===== src/rtl/cnt_pkg.sv =====
package cnt_pkg;

   typedef enum logic [1:0] {
      OP_HOLD   = 2'd0,
      OP_STEP   = 2'd1,
      OP_PRESET = 2'd2,
      OP_CLEAR  = 2'd3
   } cnt_op_e;

   localparam int DECADE_TERMINAL = 9;
   localparam int DECADE_WIDTH    = 4;

endpackage


===== src/rtl/cnt_op_decode.sv =====
module cnt_op_decode
   import cnt_pkg::*;
(
   input  logic    clear_n,
   input  logic    preset_n,
   input  logic    cnt_en,
   input  logic    chain_en,
   output cnt_op_e op
);

   always_comb begin
      if (!clear_n)
         op = OP_CLEAR;
      else if (!preset_n)
         op = OP_PRESET;
      else if (cnt_en && chain_en)
         op = OP_STEP;
      else
         op = OP_HOLD;
   end

endmodule


===== src/rtl/cnt_next_value.sv =====
module cnt_next_value
   import cnt_pkg::*;
#(
   parameter int               WIDTH    = 4,
   parameter logic [WIDTH-1:0] TERMINAL = '1
) (
   input  cnt_op_e          op,
   input  logic [WIDTH-1:0] count,
   input  logic [WIDTH-1:0] preset_val,
   output logic [WIDTH-1:0] nxt
);

   localparam logic [WIDTH-1:0] ALL_ONES = '1;

   logic             at_wrap;
   logic [WIDTH-1:0] stepped;

   // Wrap at the terminal value, and also from the top code so that any
   // out-of-sequence state drifts back into the normal sequence.
   assign at_wrap = (count == TERMINAL) || (count == ALL_ONES);
   assign stepped = at_wrap ? '0 : count + WIDTH'(1);

   always_comb begin
      unique case (op)
         OP_CLEAR:  nxt = '0;
         OP_PRESET: nxt = preset_val;
         OP_STEP:   nxt = stepped;
         default:   nxt = count;
      endcase
   end

endmodule


===== src/rtl/cnt_state_reg.sv =====
module cnt_state_reg #(
   parameter int WIDTH       = 4,
   parameter bit ASYNC_CLEAR = 1'b1
) (
   input  logic             clk,
   input  logic             clear_n,
   input  logic [WIDTH-1:0] nxt,
   output logic [WIDTH-1:0] q
);

   generate
      if (ASYNC_CLEAR) begin : g_async
         always_ff @(posedge clk or negedge clear_n) begin
            if (!clear_n)
               q <= '0;
            else
               q <= nxt;
         end
      end else begin : g_sync
         // The clear is resolved by the next-value logic at the edge.
         always_ff @(posedge clk) begin
            q <= nxt;
         end
      end
   endgenerate

endmodule


===== src/rtl/cnt_carry_gen.sv =====
module cnt_carry_gen #(
   parameter int               WIDTH    = 4,
   parameter logic [WIDTH-1:0] TERMINAL = '1
) (
   input  logic [WIDTH-1:0] count,
   input  logic             chain_en,
   output logic             carry_out
);

   assign carry_out = chain_en && (count == TERMINAL);

endmodule


===== src/rtl/presettable_counter.sv =====
module presettable_counter
   import cnt_pkg::*;
#(
   parameter int WIDTH       = 4,
   parameter bit DECADE      = 1'b0,
   parameter bit ASYNC_CLEAR = 1'b1
) (
   input  logic             clk,
   input  logic             clear_n,
   input  logic             preset_n,
   input  logic [WIDTH-1:0] preset_val,
   input  logic             cnt_en,
   input  logic             chain_en,
   output logic [WIDTH-1:0] count,
   output logic             carry_out
);

   localparam int               TERM_INT = DECADE ? DECADE_TERMINAL : (2 ** WIDTH) - 1;
   localparam logic [WIDTH-1:0] TERMINAL = WIDTH'(TERM_INT);

   generate
      if (WIDTH < 1 || WIDTH > 30) begin : g_bad_width
         $error("presettable_counter: WIDTH out of range");
      end
      if (DECADE && WIDTH != DECADE_WIDTH) begin : g_bad_decade
         $error("presettable_counter: decade form needs a 4-bit width");
      end
   endgenerate

   cnt_op_e          op;
   logic [WIDTH-1:0] nxt;

   cnt_op_decode u_decode (
      .clear_n  (clear_n),
      .preset_n (preset_n),
      .cnt_en   (cnt_en),
      .chain_en (chain_en),
      .op       (op)
   );

   cnt_next_value #(
      .WIDTH    (WIDTH),
      .TERMINAL (TERMINAL)
   ) u_next (
      .op         (op),
      .count      (count),
      .preset_val (preset_val),
      .nxt        (nxt)
   );

   cnt_state_reg #(
      .WIDTH       (WIDTH),
      .ASYNC_CLEAR (ASYNC_CLEAR)
   ) u_state (
      .clk     (clk),
      .clear_n (clear_n),
      .nxt     (nxt),
      .q       (count)
   );

   cnt_carry_gen #(
      .WIDTH    (WIDTH),
      .TERMINAL (TERMINAL)
   ) u_carry (
      .count     (count),
      .chain_en  (chain_en),
      .carry_out (carry_out)
   );

endmodule


===== config.mk =====
export PLATFORM = sky130hd
export DESIGN_NAME = presettable_counter
export DESIGN_NICKNAME = d
export VERILOG_FILES = /design/src/rtl/cnt_pkg.sv /design/src/rtl/cnt_op_decode.sv /design/src/rtl/cnt_next_value.sv /design/src/rtl/cnt_state_reg.sv /design/src/rtl/cnt_carry_gen.sv /design/src/rtl/presettable_counter.sv
export SDC_FILE = /design/constraint.sdc
export NUM_CORES = 1
export LEC_CHECK = 0
export BUFFER_PORTS_ARGS = -buffer_cell sky130_fd_sc_hd__buf_2
export CORE_AREA = 2 2 39 41
export CTS_CLUSTER_SIZE = 20
export DETAILED_ROUTE_END_ITERATION = 10
export DIE_AREA = 0 0 41 43
export PLACE_DENSITY_LB_ADDON = 0.05
export SLEW_MARGIN = 30
export SYNTH_ARGS = -nofsm -noshare
export SYNTH_HDL_FRONTEND = slang
export SYNTH_HIERARCHICAL = 1
export SYNTH_SLANG_ARGS = --single-unit

===== constraint.sdc =====
create_clock -name clk -period 1.3 [get_ports clk]
set_input_delay 0.13 -clock clk [delete_from_list [all_inputs] [get_ports clk]]
set_output_delay 0.13 -clock clk [all_outputs]
set_load 0.02 [all_outputs]

==> results.md, run 1 <==
* Status: complete, no violations
* TNS Setup at 0 ns
* Synthesized net count at 43
* Clock Tree Buf Depth at 2
* Net Sw Frac at 0.315
* FF-to-FF path depth at 4
* Post-synth EDFFs at 0
* Sequential cell area fraction in the yosys report at 0.349
* Critical Path RT at 1.17 ns
* Final RePlAce weighted congestion at 0.650
* Drt initial violations at 7
* Internal reg-to-reg setup slack at 0.21 ns
* WL per Instance at 11.5 µm
* First-pass GRT wire length at 1.24 mm
* Clk_lat worst skew at 0.24 ns
* CP startpoint kind: flip-flop
* Post-synthesis area per instance at 8.68 µm²
* Routed Antenna Nets at 0
* Drt total wl at 770 µm
* Power Dens Cells at 1040 nW/µm²
* Placed cell areas at 379 µm²
* Gate Count Post-Synth at 33
* Clock root buffer master: clkbuf_4
* Crit Reg-Reg Endpoint: u_state/q[0]$_DFF_PN0_
* Worst-path maximum fanout at 7
* Crit path to: carry_out
* Crit Path Class: flip-flop to primary output
* Max-cap violations at 0
* RSZ-0062 raised after global routing: no
* Io pins at 14
* CTS buffer count at 3
* Initial DRT Pass Iterations at 4
* DP HPWL at 597 µm
* Grt ovf at 0
* Initial antenna violation count at 0
* Filler Cell Count at 159
* Worst Max-Slew Pin Slew at 0.223 ns
* CP max stage delay at 0.45 ns
* Layout cells sized above 1 at 0.373
* Max reg flops at 4
* CTS sink cnt at 4
* Distinct cells, synth at 15
* Worst path bufs/invs at 1
* Hold Slack at 0.109 ns
* Family with the most delay on the worst path: flip-flops
* Mapped Area at 287 µm²
* Combinational share of power at 0.251
* Core area at 1380 µm²
* Switching pwr at 0.135 mW
* Max VDD drop at 0.434 mV
* Max Transition Viols Final at 0
* NumNets Final at 63
* Worst EP arrival at 1.03 ns
* # resized after CTS at 0
* Initial core utilization at 0.207
* LEAKAGE at 0.207 nW
* Final Cycle Share at 0.892
* Max Clock Freq at 863 MHz
* Synth top cells by count: 7 x nand2_1, 4 x dfrtp_1, 4 x mux2i_1, 4 x nand3_1, 3 x nor2_1
* Crit. path cell count at 3
* Die height at 43 µm
* Most used DFF post-synth: dfrtp_1
* Worst rel slew slack at 0.851
* Clk pwr share at 0.377
* Setup bufs post-CTS at 0
* CTS tree: yes
* Flop pwr share at 0.372
* Via-to-Cell Ratio at 4.40
* Hold crit path type: input port to flip-flop
* Antenna Cells at 0
* Top flop regs: u_state/q: 4 flops
* Cell-internal power at 0.293 mW
* Tmin final at 1.16 ns
* # rows at 14
* Drt drc at 0
* Finish-stage setup viols at 0
* Worst setup startpoint: u_state/q[0]$_DFF_PN0_
* Die Width at 41 µm
* Fin area at 412 µm²
* Fin cells at 67
* Reg clk slew, reported paths at 0.03 ns
* Die area at 1760 µm²
* Final core utilization at 0.297
* Slowest CP cell: dfrtp_1
* Critical-path cell list: nand3_1 > nor2_1 > buf_2
* Largest Register: u_state/q
* Port Buffer Count at 13
* Largest net degree at the start of global routing at 8
* Asr flop ratio synth at 1.00
* Syn-to-layout area delta at 43.7%
* Final worst clock skew at 0.00820 ns
* Synth top area share at 0.349
* Crit Reg-Reg Startpoint: u_state/q[0]$_DFF_PN0_
* Most common cell in the netlist: nand2_1
* Largest cells by area after synthesis: dfrtp_1 35%, mux2i_1 14%, nand2_1 9.2%
* Yosys Warn Count at 6
* H-tree levels at 1
* Final Hold Viols at 0
* Register bit total from synthesis at 4
* Largest area contributor in the netlist: dfrtp_1
* Routed via count at 295
* CP Capture Type: primary output
* Number of global-route vias before repair at 285
* Total track usage at 0.109
* Placed insts at 63
## per-layer routing
| metal | GRT usage | share of wire | up-vias |
|---|---|---|---|
| met5 | 0 | 0 | - |
| met4 | 0.0400 | 0 | 0 |
| met3 | 0.0785 | 0.065 | 0 |
| met2 | 0.147 | 0.49 | 8 |
| met1 | 0.132 | 0.44 | 131 |
| li1 | - | - | 156 |
## timing repair
item	in CTS	in global routing
endpoints found under the setup margin	0	0
hold endpoints to repair	4	0
hold buffers	1	0
## how the worst min path moves through the flow
stage                     slack [ns]  cells after the start           from                endpoint
after floorplan                -0.17                      0        clear_n  u_state/q[0]$_DFF_PN0_
final                           0.11                      3  preset_val[1]  u_state/q[1]$_DFF_PN0_
after global placement         -0.04                      1        clear_n  u_state/q[3]$_DFF_PN0_
after CTS                       0.11                      3  preset_val[0]  u_state/q[0]$_DFF_PN0_
after detailed placement       -0.04                      1        clear_n  u_state/q[3]$_DFF_PN0_
after global routing            0.13                      3  preset_val[0]  u_state/q[0]$_DFF_PN0_
## placed cells by master (no fill, tap or decap), types with 2 or more instances in the layout
cell type / Yosys / final
buf_2: 0 / 13
nand2_1: 7 / 7
nand3_1: 4 / 4
mux2i_1: 4 / 4
dfrtp_1: 4 / 4
clkbuf_4: 0 / 3
nor2_1: 3 / 3
nor2b_1: 2 / 2
buf_4: 1 / 2
## tightest hold or removal path: stages
cell	delay, ns
buf_2	0.07
nand2_1	0.04
o21ai_0	0.06
## cell type report
| type | instances | area (µm²) | area share |
|---|---|---|---|
| multi-input combinational | 28 | 179 | 0.435 |
| sequential | 4 | 100 | 0.243 |
| timing repair buffer | 16 | 90.1 | 0.219 |
| clock buffer | 3 | 22.5 | 0.0547 |
| tap | 16 | 20.0 | 0.0486 |
## metrics by stage
stage,power [mW],setup slack (ns)
after floorplan,0.223,0.172
after global placement,0.270,0.162
after detailed placement,0.267,0.171
after CTS,0.436,0.133
after global routing,0.458,0.0811
final,0.428,0.141
## logic make-up (layout without fill, tap and decap cells)
kind of cell,after synthesis,count (layout),synth area share
buf+inv,1,19,0.0262
flops,4,4,0.349
simple gates,19,19,0.345
mux,4,4,0.140
compound gates,4,4,0.0961
fa+ha+maj,1,1,0.0437
## power by group through the flow
stage	Clock [mW]	Combinational (mW)	Sequential, mW
detailed placement	0	0.106	0.161
global placement	0	0.110	0.160
global route	0.174	0.121	0.162
finish	0.161	0.107	0.159
floorplan	0	0.0507	0.173
CTS	0.168	0.109	0.159
Note: power is estimated with default switching activity, not from simulation.
==> run 2, diff against run 1 <==
--- a/config.mk
+++ b/config.mk
@@ -6,10 +6,11 @@
 export NUM_CORES = 1
 export LEC_CHECK = 0
 export BUFFER_PORTS_ARGS = -buffer_cell sky130_fd_sc_hd__buf_2
-export CORE_AREA = 2 2 39 41
+export CELL_PAD_IN_SITES_DETAIL_PLACEMENT = 2
+export CELL_PAD_IN_SITES_GLOBAL_PLACEMENT = 2
+export CORE_UTILIZATION = 22
 export CTS_CLUSTER_SIZE = 20
 export DETAILED_ROUTE_END_ITERATION = 10
-export DIE_AREA = 0 0 41 43
 export PLACE_DENSITY_LB_ADDON = 0.05
 export SLEW_MARGIN = 30
 export SYNTH_ARGS = -nofsm -noshare
==> run 2 against run 1 <==
Effect of this change: routed wire length up 22%; power up 0.51%; setup slack worse by 0.054 ns; die area down 18%; critical endpoint unchanged; largest power group is now registers.
==> results.md, run 2 (synthesized netlist as in run 1, its figures left out) <==
* Status: complete, no violations (unchanged)
* Reg area at 100 µm² (unchanged)
* First-pass GRT wire length at 1.53 mm (was 1.24 mm)
* Crit Path Class: flip-flop to primary output (unchanged)
* Slowest CP cell: dfrtp_1 (unchanged)
* Power Dens Cells at 1070 nW/µm² (was 1040 nW/µm²)
* Worst Max-Slew Pin Slew at 0.311 ns (was 0.223 ns)
* Largest net degree at the start of global routing at 8 (unchanged)
* Syn-to-layout area delta at 40.2% (was 43.7%)
* Fin area at 402 µm² (was 412 µm²)
* Placed cell areas at 369 µm² (was 379 µm²)
* Drt total wl at 942 µm (was 770 µm)
* Critical Path RT at 1.17 ns (about the same)
* RSZ-0062 raised after global routing: no (unchanged)
* LEAKAGE at 0.203 nW (was 0.207 nW)
* Antenna Cells at 0 (unchanged)
* Max Transition Viols Final at 0 (unchanged)
* Worst EP arrival at 1.08 ns (was 1.03 ns)
* Hold buffers post-CTS at 1 (unchanged)
* Filler Cell Count at 142 (was 159)
* Largest Register: u_state/q (unchanged)
* Top flop regs: u_state/q: 4 flops (unchanged)
* TNS Setup at 0 ns (unchanged)
* Worst-path maximum fanout at 7 (unchanged)
* Initial DRT Pass Iterations at 1 (was 4)
* CTS buffer count at 3 (unchanged)
* CTS tree: yes (unchanged)
* Die area at 1450 µm² (was 1760 µm²)
* Max reg flops at 4 (unchanged)
* Most common cell after layout, fill and taps aside: buf_2 (unchanged)
* # rows at 12 (was 14)
* Fin cells at 64 (was 67)
* CTS sink cnt at 4 (unchanged)
* Final RePlAce weighted congestion at 0.740 (was 0.650)
* Die Width at 38.1 µm (was 41 µm)
* Max VDD drop at 0.444 mV (was 0.434 mV)
* Clk_lat worst skew at 0.24 ns (about the same)
* Number of global-route vias before repair at 356 (was 285)
* Drt initial violations at 0 (was 7)
* Max-cap violations at 0 (unchanged)
* Drt drc at 0 (unchanged)
* Final Hold Viols at 0 (unchanged)
* Max Clock Freq at 824 MHz (was 863 MHz)
* WL per Instance at 14.7 µm (was 11.5 µm)
* NumNets Final at 62 (was 63)
* CP startpoint kind: flip-flop (unchanged)
* Critical-path cell list: nand3_1 > nor2_1 > buf_2 (unchanged)
* Initial antenna violation count at 0 (unchanged)
* Port Buffer Count at 13 (unchanged)
* Final worst clock skew at 0.00900 ns (was 0.00820 ns)
* DP HPWL at 725 µm (was 597 µm)
* Multi-input logic area at 179 µm² (unchanged)
* Reg clk slew, reported paths at 0.04 ns (was 0.03 ns)
* Worst rel slew slack at 0.792 (was 0.851)
* # resized after CTS at 0 (unchanged)
* Clock Tree Buf Depth at 2 (unchanged)
* CP Capture Type: primary output (unchanged)
* Hold crit path type: input port to flip-flop (unchanged)
* CP max stage delay at 0.44 ns (was 0.45 ns)
* Die height at 38.1 µm (was 43 µm)
* Tmin final at 1.21 ns (was 1.16 ns)
* Routed Antenna Nets at 0 (unchanged)
* Routed via count at 325 (was 295)
* Setup bufs post-CTS at 0 (unchanged)
* Final Cycle Share at 0.933 (was 0.892)
* Layout cells sized above 1 at 0.360 (was 0.373)
* Placed insts at 60 (was 63)
* Clock root buffer master: clkbuf_4 (unchanged)
* Most frequent cells in the layout: 13 x buf_2, 7 x nand2_1, 4 x nand3_1, 4 x mux2i_1, 4 x dfrtp_1 (unchanged)
* Total track usage at 0.160 (was 0.109)
* Initial core utilization at 0.248 (was 0.207)
* H-tree levels at 1 (unchanged)
* Via-to-Cell Ratio at 5.08 (was 4.40)
* Grt ovf at 0 (unchanged)
* Core area at 1160 µm² (was 1380 µm²)
* Io pins at 14 (unchanged)
* Finish-stage setup viols at 0 (unchanged)
[run 2: stage by stage]
step,power [mW],hold slack (ns),setup slack [ns],util
floorplan,0.223,-0.166,0.172,-
global placement,0.263,-0.0448,0.0994,0.319
detailed placement,0.271,-0.0427,0.0703,0.319
CTS,0.442,0.106,0.0367,0.347
global route,0.458,0.131,0.00841,0.347
finish,0.430,0.109,0.0871,0.347
[run 2: final timing paths]
| check | slack, ns | endpoint | from | cells past startpoint |
|---|---|---|---|---|
| hold reg to reg | 0.64 | u_state/q[3]$_DFF_PN0_ | u_state/q[3]$_DFF_PN0_ | 2 |
| hold / removal | 0.11 | u_state/q[0]$_DFF_PN0_ | preset_val[0] | 3 |
| setup / recovery | 0.09 | carry_out | u_state/q[0]$_DFF_PN0_ | 3 |
| min in group asynchronous | 0.29 | u_state/q[3]$_DFF_PN0_ | clear_n | 2 |
| max in group asynchronous | 0.82 | u_state/q[2]$_DFF_PN0_ | clear_n | 2 |
| setup reg to reg | 0.14 | u_state/q[1]$_DFF_PN0_ | u_state/q[0]$_DFF_PN0_ | 3 |
[run 2: critical path: cells and delay by family, from the launching register on]
family	cells	cell delay (ns)
buf+inv	1	0.18
simple gates	2	0.22
flops	1	0.44
[run 2: final cells by class]
type	instances	share of cell area
multi-input combinational	28	0.445
tap	14	0.0436
timing repair buffer	15	0.206
clock buffer	3	0.0561
sequential	4	0.249
[run 2: layer usage]
| metal | share of wire | vias up | track usage | wire length, µm |
|---|---|---|---|---|
| met5 | 0 | - | 0 | 0 |
| met4 | 0 | 0 | 0.0536 | 0 |
| met3 | 0.089 | 0 | 0.0581 | 84 |
| met2 | 0.52 | 14 | 0.292 | 491 |
| met1 | 0.39 | 157 | 0.165 | 366 |
| li1 | - | 154 | - | - |
[run 2: report_power, final]
group          switching, mW  internal (mW)
Clock                 0.0555          0.104
Combinational         0.0616         0.0497
Sequential            0.0216          0.138
==> run 3, diff against run 2 <==
--- a/config.mk
+++ b/config.mk
@@ -8,6 +8,7 @@
 export BUFFER_PORTS_ARGS = -buffer_cell sky130_fd_sc_hd__buf_2
 export CELL_PAD_IN_SITES_DETAIL_PLACEMENT = 2
 export CELL_PAD_IN_SITES_GLOBAL_PLACEMENT = 2
+export CORE_MARGIN = 2
 export CORE_UTILIZATION = 22
 export CTS_CLUSTER_SIZE = 20
 export DETAILED_ROUTE_END_ITERATION = 10
==> run 3 against run 2 <==
Effect of this change: clock power decreased by 3%; global-route usage decreased by 1.3 points; non-clock buffer count increased by 3; clock skew decreased by 0.0011 ns; hold slack improved by 0.0027 ns; critical path depth increased by 1; via count decreased by 0.31%; maximum frequency increased by 2.9%; die area increased by 11%; power increased by 1.7%; first-iteration DRC count increased by 3; register-to-register slack improved by 0.06 ns; critical path type unchanged; critical endpoint unchanged; largest cell class unchanged.
==> results.md, run 3 (synthesized netlist as in run 1, its figures left out) <==
* Max Transition Viols Final at 0 (unchanged)
* Finish-stage setup viols at 0 (unchanged)
* Crit Reg-Reg Endpoint: u_state/q[1]$_DFF_PN0_ (unchanged)
* Antenna Cells at 0 (unchanged)
* Worst setup startpoint: u_state/q[0]$_DFF_PN0_ (unchanged)
* First-pass GRT wire length at 1.42 mm (was 1.53 mm)
* Total track usage at 0.147 (was 0.160)
* CP Capture Type: primary output (unchanged)
* CP startpoint kind: flip-flop (unchanged)
* Clock root buffer master: clkbuf_4 (unchanged)
* CTS sink cnt at 4 (unchanged)
* # resized after CTS at 0 (unchanged)
* Highest Signal Layer: met4 (was met3)
* RSZ-0062 raised after global routing: no (unchanged)
* Max-cap violations at 0 (unchanged)
* Internal reg-to-reg setup slack at 0.20 ns (was 0.14 ns)
* Most frequent cells in the layout: 13 x buf_2, 7 x nand2_1 (was 13 x buf_2, 7 x nand2_1, 4 x nand3_1, 4 x mux2i_1, 4 x dfrtp_1)
* Critical Path RT at 1.17 ns (about the same)
* Initial antenna violation count at 0 (unchanged)
* Final Hold Viols at 0 (unchanged)
* Grt ovf at 0 (unchanged)
* TNS Setup at 0 ns (unchanged)
* Cell-internal power at 0.302 mW (was 0.291 mW)
* Largest Register: u_state/q (unchanged)
* Final RePlAce weighted congestion at 0.721 (was 0.740)
* Port Buffer Count at 13 (unchanged)
* Hold Path Stages at 3 (unchanged)
* Switching pwr at 0.135 mW (was 0.139 mW)
* Net Sw Frac at 0.310 (was 0.322)
* Worst EP arrival at 1.05 ns (was 1.08 ns)
* Final worst clock skew at 0.00790 ns (was 0.00900 ns)
* Tot Pwr at 0.437 mW (was 0.430 mW)
* Status: complete, no violations (unchanged)
* DP HPWL at 767 µm (was 725 µm)
* Clk_lat worst skew at 0.24 ns (about the same)
* Hold buffers post-CTS at 1 (unchanged)
* CTS buffer count at 3 (unchanged)
* Crit Path Class: flip-flop to primary output (unchanged)
* Drt drc at 0 (unchanged)
* Placed cell areas at 393 µm² (was 369 µm²)
* Die Width at 40.1 µm (was 38.1 µm)
* NumNets Final at 65 (was 62)
* FF-to-FF path depth at 3 (unchanged)
* Crit Reg-Reg Startpoint: u_state/q[1]$_DFF_PN0_ (was u_state/q[0]$_DFF_PN0_)
* # rows at 13 (was 12)
* Initial core utilization at 0.229 (was 0.248)
* Syn-to-layout area delta at 48.5% (was 40.2%)
* Routed Antenna Nets at 0 (unchanged)
* Combinational share of power at 0.297 (was 0.259)
* Io pins at 14 (unchanged)
* Setup bufs post-CTS at 0 (unchanged)
* Most common cell after layout, fill and taps aside: buf_2 (unchanged)
* Met2 WL post-DR at 453 µm (was 491 µm)
* Filler Cell Count at 150 (was 142)
* Met1 wire length at 388 µm (was 366 µm)
* Crit path to: carry_out (unchanged)
* CTS tree: yes (unchanged)
* Worst Max-Slew Pin Slew at 0.233 ns (was 0.311 ns)
* Met3 wire len at 33 µm (was 84 µm)
* Max Clock Freq at 848 MHz (was 824 MHz)
* Initial DRT Pass Iterations at 2 (was 1)
* Via-to-Cell Ratio at 4.76 (was 5.08)
* Worst-path maximum fanout at 5 (was 7)
* Fin cells at 68 (was 64)
* H-tree levels at 1 (unchanged)
* Fin area at 425 µm² (was 402 µm²)
* Max VDD drop at 0.330 mV (was 0.444 mV)
* WL per Instance at 13.1 µm (was 14.7 µm)
* Clock Tree Buf Depth at 2 (unchanged)
* Die area at 1610 µm² (was 1450 µm²)
* Number of global-route vias before repair at 318 (was 356)
* LEAKAGE at 0.218 nW (was 0.203 nW)
* Drt initial violations at 3 (was 0)
* Hold crit path type: input port to flip-flop (unchanged)
* Power Dens Cells at 1030 nW/µm² (was 1070 nW/µm²)
* Placed insts at 64 (was 60)
* Top flop regs: u_state/q: 4 flops (unchanged)
* Routed via count at 324 (was 325)
* Layout cells sized above 1 at 0.396 (was 0.360)
* Flop pwr share at 0.349 (was 0.371)
* Die height at 40.1 µm (was 38.1 µm)
* Largest net degree at the start of global routing at 7 (was 8)
* Clk pwr share at 0.353 (was 0.370)
* Reg clk slew, reported paths at 0.04 ns (about the same)
* Drt total wl at 894 µm (was 942 µm)
* Final core utilization at 0.340 (was 0.347)
* Core area at 1250 µm² (was 1160 µm²)
* Worst rel slew slack at 0.844 (was 0.792)
* Final Cycle Share at 0.907 (was 0.933)
* Max reg flops at 4 (unchanged)
* Tmin final at 1.18 ns (was 1.21 ns)
[run 3: power by group through the flow]
| stage | registers (mW) | logic, mW | clock network [mW] |
|---|---|---|---|
| 2_1_floorplan | 0.173 | 0.0507 | 0 |
| 3_3_place_gp | 0.154 | 0.127 | 0 |
| 3_5_place_dp | 0.155 | 0.130 | 0 |
| 4_1_cts | 0.153 | 0.133 | 0.164 |
| 5_1_grt | 0.156 | 0.144 | 0.169 |
| 6_report | 0.153 | 0.130 | 0.155 |
[run 3: worst max-delay path, stage by stage, from the launching register on]
cell	delay, ns
dfrtp_1	0.37
buf_4	0.15
nand3_1	0.06
nor2_1	0.08
buf_2	0.16
[run 3: layer usage]
| layer | up-vias | GRT usage |
|---|---|---|
| li1 | 158 | - |
| met1 | 154 | 0.158 |
| met2 | 10 | 0.238 |
| met3 | 2 | 0.0167 |
| met4 | 0 | 0.155 |
| met5 | - | 0 |
[run 3: through the flow]
stage | hold slack (ns) | worst slack (ns)
final | 0.112 | 0.121
after global routing | 0.116 | 0.0249
after CTS | 0.105 | 0.0916
after detailed placement | -0.0407 | 0.155
after global placement | -0.0457 | 0.157
after floorplan | -0.166 | 0.172
[run 3: layout make-up]
cell class / count / area [µm²] / area share
multi-input combinational: 28 / 179 / 0.421
timing repair buffer: 18 / 105 / 0.247
sequential: 4 / 100 / 0.235
clock buffer: 3 / 22.5 / 0.0529
tap: 15 / 18.8 / 0.0441
[run 3: worst min path at each step]
stage / start / end / slack [ns]
6_report: preset_val[0] / u_state/q[0]$_DFF_PN0_ / 0.11
5_1_grt: preset_val[0] / u_state/q[0]$_DFF_PN0_ / 0.12
4_1_cts: preset_val[0] / u_state/q[0]$_DFF_PN0_ / 0.10
3_5_place_dp: clear_n / u_state/q[3]$_DFF_PN0_ / -0.04
3_3_place_gp: clear_n / u_state/q[2]$_DFF_PN0_ / -0.05
2_1_floorplan: clear_n / u_state/q[0]$_DFF_PN0_ / -0.17
